==> src/rtl/pic_pkg.sv <==
// Shared setup-state encoding for the interrupt controller.
package pic_pkg;
    typedef enum logic [2:0] {
        ST_IDLE = 3'd0,   // never set up
        ST_BASE = 3'd1,   // awaiting base byte
        ST_LINK = 3'd2,   // awaiting cascade byte
        ST_MODE = 3'd3,   // awaiting mode byte
        ST_RUN  = 3'd4    // operational
    } setup_t;
endpackage

==> src/rtl/pic_regs.sv <==
// Register port decode: setup sequence, mask, readback select and
// end-of-interrupt command strobes. Assumes one-cycle cs&wr strobes.
module pic_regs #(
    parameter int N_IN = 8
) (
    input  logic              clk,
    input  logic              rst_n,
    input  logic              cs,
    input  logic              wr,
    input  logic              addr,
    input  logic [7:0]        wdata,
    output logic [N_IN-1:0]   mask_q,
    output logic [7:0]        base_q,
    output logic [7:0]        link_q,
    output logic              auto_eoi_q,
    output logic              show_svc_q,
    output logic              running,
    output logic              setup_pulse,
    output logic              eoi_spec,
    output logic              eoi_any
);
    import pic_pkg::*;
    localparam int IDX_W = $clog2(N_IN);

    setup_t state_q;
    logic   single_q, want_mode_q;
    logic   wr_even, wr_odd;

    assign wr_even     = cs && wr && !addr;
    assign wr_odd      = cs && wr && addr;
    assign running     = (state_q == ST_RUN);
    assign setup_pulse = wr_even && wdata[4];
    assign eoi_spec    = running && wr_even && wdata[4:3] == 2'b00 && wdata[7:5] == 3'b011;
    assign eoi_any     = running && wr_even && wdata[4:3] == 2'b00 && wdata[7:5] == 3'b001;

    // Sequence the setup bytes and hold the programmed configuration.
    always_ff @(posedge clk) begin
        if (!rst_n) begin
            state_q     <= ST_IDLE;
            mask_q      <= '0;
            base_q      <= '0;
            link_q      <= '0;
            auto_eoi_q  <= 1'b0;
            show_svc_q  <= 1'b0;
            single_q    <= 1'b0;
            want_mode_q <= 1'b0;
        end else if (setup_pulse) begin
            state_q     <= ST_BASE;
            single_q    <= wdata[1];
            want_mode_q <= wdata[0];
            mask_q      <= '0;
            show_svc_q  <= 1'b0;
            auto_eoi_q  <= 1'b0;
        end else if (wr_odd) begin
            case (state_q)
                ST_BASE: begin
                    base_q  <= {wdata[7:IDX_W], {IDX_W{1'b0}}};
                    state_q <= !single_q ? ST_LINK : (want_mode_q ? ST_MODE : ST_RUN);
                end
                ST_LINK: begin
                    link_q  <= wdata;
                    state_q <= want_mode_q ? ST_MODE : ST_RUN;
                end
                ST_MODE: begin
                    auto_eoi_q <= wdata[1];
                    state_q    <= ST_RUN;
                end
                ST_RUN:  mask_q <= wdata[N_IN-1:0];
                default: state_q <= state_q;
            endcase
        end else if (running && wr_even && wdata[4:3] == 2'b01 && wdata[1]) begin
            show_svc_q <= wdata[0];
        end
    end
endmodule

==> src/rtl/pic_req.sv <==
// Request capture: one lane per input, level or rising-edge sensitive.
// A captured edge is dropped when the input falls or the lane is acknowledged.
module pic_req #(
    parameter int N_IN = 8
) (
    input  logic            clk,
    input  logic            rst_n,
    input  logic [N_IN-1:0] req,
    input  logic [N_IN-1:0] lvl_sel,
    input  logic            rearm,
    input  logic [N_IN-1:0] taken,
    output logic [N_IN-1:0] pend_q
);
    logic [N_IN-1:0] prev_q;

    for (genvar g = 0; g < N_IN; g++) begin : g_lane
        // Track the previous input value and the pending flag of this lane.
        always_ff @(posedge clk) begin
            if (!rst_n || rearm) begin
                prev_q[g] <= 1'b1;
                pend_q[g] <= 1'b0;
            end else begin
                prev_q[g] <= req[g];
                if (lvl_sel[g])
                    pend_q[g] <= req[g];
                else
                    pend_q[g] <= ((pend_q[g] && !taken[g]) || !prev_q[g]) && req[g];
            end
        end
    end
endmodule

==> src/rtl/pic_prio.sv <==
// Fixed-priority resolver: input 0 highest. A request is eligible only if
// unmasked and no in-service bit is set at its level or above.
module pic_prio #(
    parameter int N_IN = 8
) (
    input  logic [N_IN-1:0]         pend,
    input  logic [N_IN-1:0]         mask,
    input  logic [N_IN-1:0]         svc,
    output logic                    any,
    output logic [$clog2(N_IN)-1:0] win,
    output logic [$clog2(N_IN)-1:0] svc_top,
    output logic                    svc_any
);
    localparam int IDX_W = $clog2(N_IN);

    // Scan from highest priority for the winner and the top in-service level.
    always_comb begin
        logic blocked;
        any     = 1'b0;
        win     = '0;
        svc_top = '0;
        svc_any = 1'b0;
        blocked = 1'b0;
        for (int i = 0; i < N_IN; i++) begin
            if (svc[i] && !svc_any) begin
                svc_any = 1'b1;
                svc_top = IDX_W'(i);
            end
            if (!blocked && !any) begin
                if (svc[i])
                    blocked = 1'b1;
                else if (pend[i] && !mask[i]) begin
                    any = 1'b1;
                    win = IDX_W'(i);
                end
            end
        end
    end
endmodule

==> src/rtl/pic_ctrl.sv <==
// Top: cascadable priority interrupt controller. Holds the in-service set,
// runs the acknowledge, and drives vector and cascade outputs.
// Assumes ack is a single-cycle pulse; the vector follows one cycle later.
module pic_ctrl #(
    parameter int N_IN = 8,
    parameter int CAS_W = 3
) (
    input  logic             clk,
    input  logic             rst_n,
    input  logic             cs,
    input  logic             rd,
    input  logic             wr,
    input  logic             addr,
    input  logic [7:0]       wdata,
    output logic [7:0]       rdata,
    input  logic [N_IN-1:0]  req,
    input  logic [N_IN-1:0]  lvl_sel,
    input  logic             is_master,
    input  logic             ack,
    input  logic [CAS_W-1:0] cas_in,
    output logic             irq_out,
    output logic [7:0]       vec,
    output logic             vec_vld,
    output logic [CAS_W-1:0] cas_out,
    output logic             cas_oe
);
    localparam int IDX_W = $clog2(N_IN);

    logic [N_IN-1:0]  mask_q, pend_q, svc_q, taken;
    logic [7:0]       base_q, link_q;
    logic             auto_eoi, show_svc, running, setup_pulse, eoi_spec, eoi_any;
    logic             any, svc_any, slave_hit, take, via_link;
    logic [IDX_W-1:0] win, svc_top;

    pic_regs #(.N_IN(N_IN)) u_regs (
        .clk(clk), .rst_n(rst_n), .cs(cs), .wr(wr), .addr(addr), .wdata(wdata),
        .mask_q(mask_q), .base_q(base_q), .link_q(link_q), .auto_eoi_q(auto_eoi),
        .show_svc_q(show_svc), .running(running), .setup_pulse(setup_pulse),
        .eoi_spec(eoi_spec), .eoi_any(eoi_any)
    );

    pic_req #(.N_IN(N_IN)) u_req (
        .clk(clk), .rst_n(rst_n), .req(req), .lvl_sel(lvl_sel),
        .rearm(setup_pulse), .taken(taken), .pend_q(pend_q)
    );

    pic_prio #(.N_IN(N_IN)) u_prio (
        .pend(pend_q), .mask(mask_q), .svc(svc_q), .any(any), .win(win),
        .svc_top(svc_top), .svc_any(svc_any)
    );

    assign slave_hit = !is_master && (cas_in == link_q[CAS_W-1:0]);
    assign take      = running && ack && (is_master || slave_hit);
    assign via_link  = is_master && any && link_q[win];
    assign taken     = (take && any) ? (N_IN'(1) << win) : '0;
    assign irq_out   = running && any;
    assign cas_oe    = take && via_link;
    assign cas_out   = cas_oe ? CAS_W'(win) : '0;

    // Read mux: mask on addr=1, pending or in-service byte on addr=0.
    always_comb begin
        rdata = '0;
        if (cs && rd)
            rdata = addr ? mask_q : (show_svc ? svc_q : pend_q);
    end

    // Maintain the in-service set: mark on acknowledge, retire on EOI.
    always_ff @(posedge clk) begin
        if (!rst_n || setup_pulse) begin
            svc_q <= '0;
        end else begin
            if (eoi_spec)
                svc_q[wdata[IDX_W-1:0]] <= 1'b0;
            else if (eoi_any && svc_any)
                svc_q[svc_top] <= 1'b0;
            if (take && any && !auto_eoi)
                svc_q[win] <= 1'b1;
        end
    end

    // Register the vector returned in the cycle after acknowledge.
    always_ff @(posedge clk) begin
        if (!rst_n) begin
            vec     <= '0;
            vec_vld <= 1'b0;
        end else begin
            vec_vld <= take && !via_link;
            if (take)
                vec <= {base_q[7:IDX_W], any ? win : {IDX_W{1'b1}}};
        end
    end
endmodule

==> config.mk <==
export PLATFORM = sky130hd
export DESIGN_NAME = pic_ctrl
export DESIGN_NICKNAME = d
export VERILOG_FILES = /design/src/rtl/pic_pkg.sv /design/src/rtl/pic_regs.sv /design/src/rtl/pic_req.sv /design/src/rtl/pic_prio.sv /design/src/rtl/pic_ctrl.sv
export SDC_FILE = /design/constraint.sdc
export NUM_CORES = 1
export LEC_CHECK = 0
export CORE_UTILIZATION = 57
export CTS_CLUSTER_SIZE = 16
export DETAILED_ROUTE_END_ITERATION = 16
export GPL_TIMING_DRIVEN = 0
export PLACE_DENSITY = 0.93
export SETUP_SLACK_MARGIN = 0.02
export SYNTH_ARGS = -nofsm -noshare
export SYNTH_HDL_FRONTEND = slang
export SYNTH_HIERARCHICAL = 1
export SYNTH_SLANG_ARGS = --single-unit
==> constraint.sdc <==
create_clock -name clk -period 8.5 [get_ports clk]
set_input_delay 1.7 -clock clk [delete_from_list [all_inputs] [get_ports clk]]
set_output_delay 1.7 -clock clk [all_outputs]
set_load 0.05 [all_outputs]
Word level (Yosys, flattened, before mapping)
Cells that the tools add are included.
{"block": "totals", "word_cells": 287, "input_bits": 35, "output_inout_bits": 22, "ff_bits": 61}
{"block": "op_classes", "n_lt_le_gt_ge": 6, "n_eq_ne": 8, "n_shift": 1, "mux": 102, "n_reduce_logical": 134, "n_bitwise": 8}
{"operator": "$mux W3", "n": 28}
{"operator": "$mux W8", "n": 8}
{"operator": "$logic_and A1 B1 Y1", "n": 63}
{"operator": "$mux W1", "n": 59}
{"operator": "$logic_not A1 Y1", "n": 49}
{"operator": "$and A8 B8 Y8", "n": 2}
{"operator": "$not A8 Y8", "n": 2}
{"operator": "$lt A3 B4 Y1 const B", "n": 3}
{"operator": "$logic_or A1 B1 Y1", "n": 10}
{"operator": "$reduce_and A2 Y1", "n": 5}
{"operator": "$demux W1 S3", "n": 3}
{"operator": "$eq A3 B2 Y1 const B", "n": 3}
{"operator": "$ge A3 B1 Y1 const B", "n": 3}
{"operator": "$pmux W3 S3", "n": 1}
{"operator": "$or A8 B8 Y8", "n": 1}
{"operator": "$shl A1 B3 Y8 const A", "n": 1}
{"operator": "$eq A3 B1 Y1 const B", "n": 2}
{"operator": "$reduce_and A3 Y1", "n": 2}
{"operator": "$mux W2", "n": 2}
{"operator": "$reduce_bool A4 Y1", "n": 1}
{"operator": "$bmux W1 S3", "n": 1}
{"operator": "$eq A3 B3 Y1", "n": 1}
{"operator": "$eq A3 B3 Y1 const B", "n": 1}
{"operator": "$not A1 Y1", "n": 3}
{"operator": "other kinds (5)", "n": 5}

Depth between registers and ports, before layout
{"block": "logic_depth", "word_depth": 33, "mapped_depth": 11}

Hierarchy
Netlist, hierarchy kept.
{"mod": "pic_regs", "seq_area_each_um2": 560.5, "cells_each": 155, "instances": 1, "area_each_um2": 1332.5}
{"mod": "pic_ctrl", "seq_area_each_um2": 340.3, "cells_each": 155, "instances": 1, "area_each_um2": 1182.4}
{"mod": "pic_req", "seq_area_each_um2": 320.3, "cells_each": 50, "instances": 1, "area_each_um2": 560.5}
{"mod": "pic_prio", "seq_area_each_um2": 0.0, "cells_each": 53, "instances": 1, "area_each_um2": 309.0}

Worst setup path before layout
Ideal clock, no wire load.
{"block": "synth_timing", "path_type": "input -> output", "startpoint": "input port cas_in[2]", "endpoint": "output port cas_out[0]", "cell_stages": 4, "arrival_ns": 3.013, "setup_slack_ns": 3.787, "required_time_ns": 6.800, "cell_sequence": "xor2_1 o41ai_4 buf_6 and3_1"}
{"block": "synth_via", "elab_chain_cells": 6}
{"item": "start: declaration", "line": "pic_ctrl.sv:20", "rtl": "input logic [CAS_W-1:0] cas_in,"}
{"item": "$eq A3 B3 Y1", "line": "pic_ctrl.sv:52", "rtl": "assign slave_hit = !is_master && (cas_in == link_q[CAS_W-1:0]);"}
{"item": "$logic_and A1 B1 Y1", "line": "pic_ctrl.sv:52"}
{"item": "$logic_or A1 B1 Y1", "line": "pic_ctrl.sv:53", "rtl": "assign take = running && ack && (is_master || slave_hit);"}
{"item": "$logic_and A1 B1 Y1", "line": "pic_ctrl.sv:53"}
{"item": "$logic_and A1 B1 Y1", "line": "pic_ctrl.sv:57", "rtl": "assign cas_oe = take && via_link;"}
{"item": "$mux W3", "line": "pic_ctrl.sv:58", "rtl": "assign cas_out = cas_oe ? CAS_W'(win) : '0;"}
{"item": "end: declaration", "line": "pic_ctrl.sv:24", "rtl": "output logic [CAS_W-1:0] cas_out,"}
Every way passes these cells.

Worst setup path after layout
{"block": "layout_timing", "startpoint": "input port cas_in[2]", "endpoint": "output port cas_out[2]"}
Same word-level chain as after synthesis.

==> results.md <==
- Setup bufs post-CTS: 0
- Initial core utilization: 0.5988
- Setup repair after global routing missed its margin: false
- Fin nets: a little over 500
- Fin Setup TNS: 0 ns
- Standard cell area after detailed placement: about 4000 um2
- Static leakage: 1.610 nW
- Peak Freq: roughly 170 MHz
- CP Capture Type: primary output
- Final routed wire length divided by cell count: 17.08 um
- Number of pins with negative max-slew slack in the final report: 0
- Post-detail-place hpwl: about 7000 um
- Via count of the first global-routing pass: ~3100
- Total congestion overflow after global routing: 0
- Die extent in x: 78.76 um
- Overall via count from detail_route: between 3000 and 4000
- Data arrival at the endpoint of the critical path: 4.08 ns
- Clk_lat worst skew: between 0.3 and 0.4 ns
- Clock period minus worst slack: slightly below 6 ns
- Type of the most critical hold path: flop to flop
- Via count normalized by instance count: just over 6
- First DRT Iteration DRCs: around 330
- Count of antenna-violating nets left after detailed routing: 0
- Total inserted antenna cells: 0
- GPL Wtd Cong: around 0.96
- Fraction of layout cells with a size suffix above 1: 0.08108
- Category of the critical setup timing path: input pin to primary output
- Number of primary I/O pins: 57
- CTS H-Tree Depth: 3
- DRT Pass-1 Iters: 5
- Initial antenna violation count: 0
- Number of clock sinks seen by CTS: 61
- Synthesized netlist net count: between 400 and 500
- Slew at the pin closest to its max-slew limit: a little over 0.9 ns
- Area used by multi-input combinational logic: 1924 um2
- Count of endpoints failing setup in the final report: 0
- Placeable Area: around 5600 um2
- PortBufs: 56
- Sequential group share of total power: 0.493
- Buffer type at the clock tree root: sky130_fd_sc_hd__clkbuf_8
- Required arrival time at the worst endpoint: about 6.8 ns
- Worst clock skew: about 0.007 ns
- Power per unit of standard cell area: 143.2 nW/um2
- Mean instance size in the synthesized netlist: around 8 um2
- Finished Cell Area: between 4000 and 5000 um2
- Highest fanout seen on the critical path: 10
- Run status: complete, no violations
- CTS tree: yes
- Number of hold-repair buffers added at the cts stage: 0
- Leading cell type in the layout, fill and taps excluded: sky130_fd_sc_hd__dfxtp_1
- CTS resizes: 0
- Number of placement rows: 27
- Worst slew margin: 0.3720
- Max capacitance violation total: 0
- Synthesized instance count: between 400 and 500
- Area of the mapped netlist: about 3400 um2
- Net switching power figure: around 0.17 mW
- Clk pwr share: 0.365
- Post-Route WL: 9448 um
- Worst VDD drop: around 0.00013 V
- Final number of hold-violating endpoints: 0
- Number of CTS-inserted buffers: 9
- Commonest cells after routing, fill and taps aside: sky130_fd_sc_hd__dfxtp_1 (61), sky130_fd_sc_hd__clkdlybuf4s50_1 (56), sky130_fd_sc_hd__nand2_1 (36)
- Vert. Die Dim: 78.76 um
- Syn. warnings: 6
- Largest net degree at the start of global routing: 13
- Type of origin of the critical path: input pin
- Cell internal power dissipation: approximately 0.43 mW
- Net Sw Frac: 0.2780
- Wire length of the first global-routing pass: roughly 15000 um
- Total routing usage reported by global routing: 0.3191
- Filler Cell Count: ~440
- Gate power share: 0.142
- Deepest clock path buffer count: 2
- Portion of the clock cycle consumed by the worst path in the final layout: 0.6805
- Clock-pin slew reported for the worst setup and hold paths after clock tree synthesis: 0.07 ns
- Area enclosed by the die boundary: 6202 um2
- Detailed-route DRC error count: 0
- Area growth, synth to finish: 24.11%
- Sequential cell area in the final layout: between 1000 and 1500 um2
## power by group through the flow
stage	Clock, mW	Sequential [mW]	Combinational, mW
after global routing	0.229	0.295	0.0902
after detailed placement	0	0.300	0.0820
final	0.218	0.294	0.0845
after global placement	0	0.300	0.0808
after CTS	0.218	0.294	0.0827
after floorplan	0	0.300	0.0477
## per-layer routing
metal,track usage,up-vias,share of wire
met2,0.5252,180,0.47
li1,-,1603,-
met1,0.4088,1623,0.44
met3,0.05057,31,0.066
met5,0,-,0
met4,0.1481,0,0.028
## worst max-delay path: stages
cell and delay, ns:
sky130_fd_sc_hd__clkdlybuf4s50_1 0.43, sky130_fd_sc_hd__xor2_1 0.19, sky130_fd_sc_hd__o41ai_4 0.58, sky130_fd_sc_hd__buf_6 0.20
sky130_fd_sc_hd__and3_1 0.16, sky130_fd_sc_hd__clkdlybuf4s50_1 0.82
## stage by stage
step | setup slack [ns] | instances | hold WS (ns) | util | total power, mW
floorplan | 3.787 | 409 | 0.4350 | - | 0.3472
global placement | 2.769 | 537 | 0.4461 | 0.7149 | 0.3810
detailed placement | 2.754 | 537 | 0.4507 | 0.7149 | 0.3824
CTS | 2.727 | 553 | 0.4614 | 0.7432 | 0.5945
global route | 2.553 | 553 | 0.4822 | 0.7432 | 0.6143
finish | 2.716 | 553 | 0.4579 | 0.7432 | 0.5966
## state kept, by name, summed over array words and instances (netlist names)
signal	count
svc_q	8
u_regs/auto_eoi_q	1
u_regs/base_q	5
u_regs/link_q	8
u_regs/mask_q	8
u_regs/show_svc_q	1
u_regs/single_q	1
u_regs/state_q	3
u_regs/want_mode_q	1
u_req/pend_q	8
u_req/prev_q	8
vec	8
vec_vld	1
## cell type report
type	count	area share
clock inverter	5	0.006605
inverter	20	0.01921
tap	72	0.02162
buffer	22	0.03182
sequential	61	0.2930
clock buffer	11	0.03152
timing repair buffer	56	0.1345
multi-input combinational	306	0.4617
## worst paths after layout
check / to / startpoint / slack, ns / cells after the start
setup / recovery: cas_out[2] / cas_in[2] / 2.72 / 6
hold / removal: vec[7] / vec[7] / 0.46 / 2
setup reg to reg: u_req/pend_q[0] / u_req/pend_q[0] / 5.40 / 10
hold reg to reg: vec[7] / vec[7] / 0.46 / 2
Note: power is estimated with default switching activity, not from simulation.
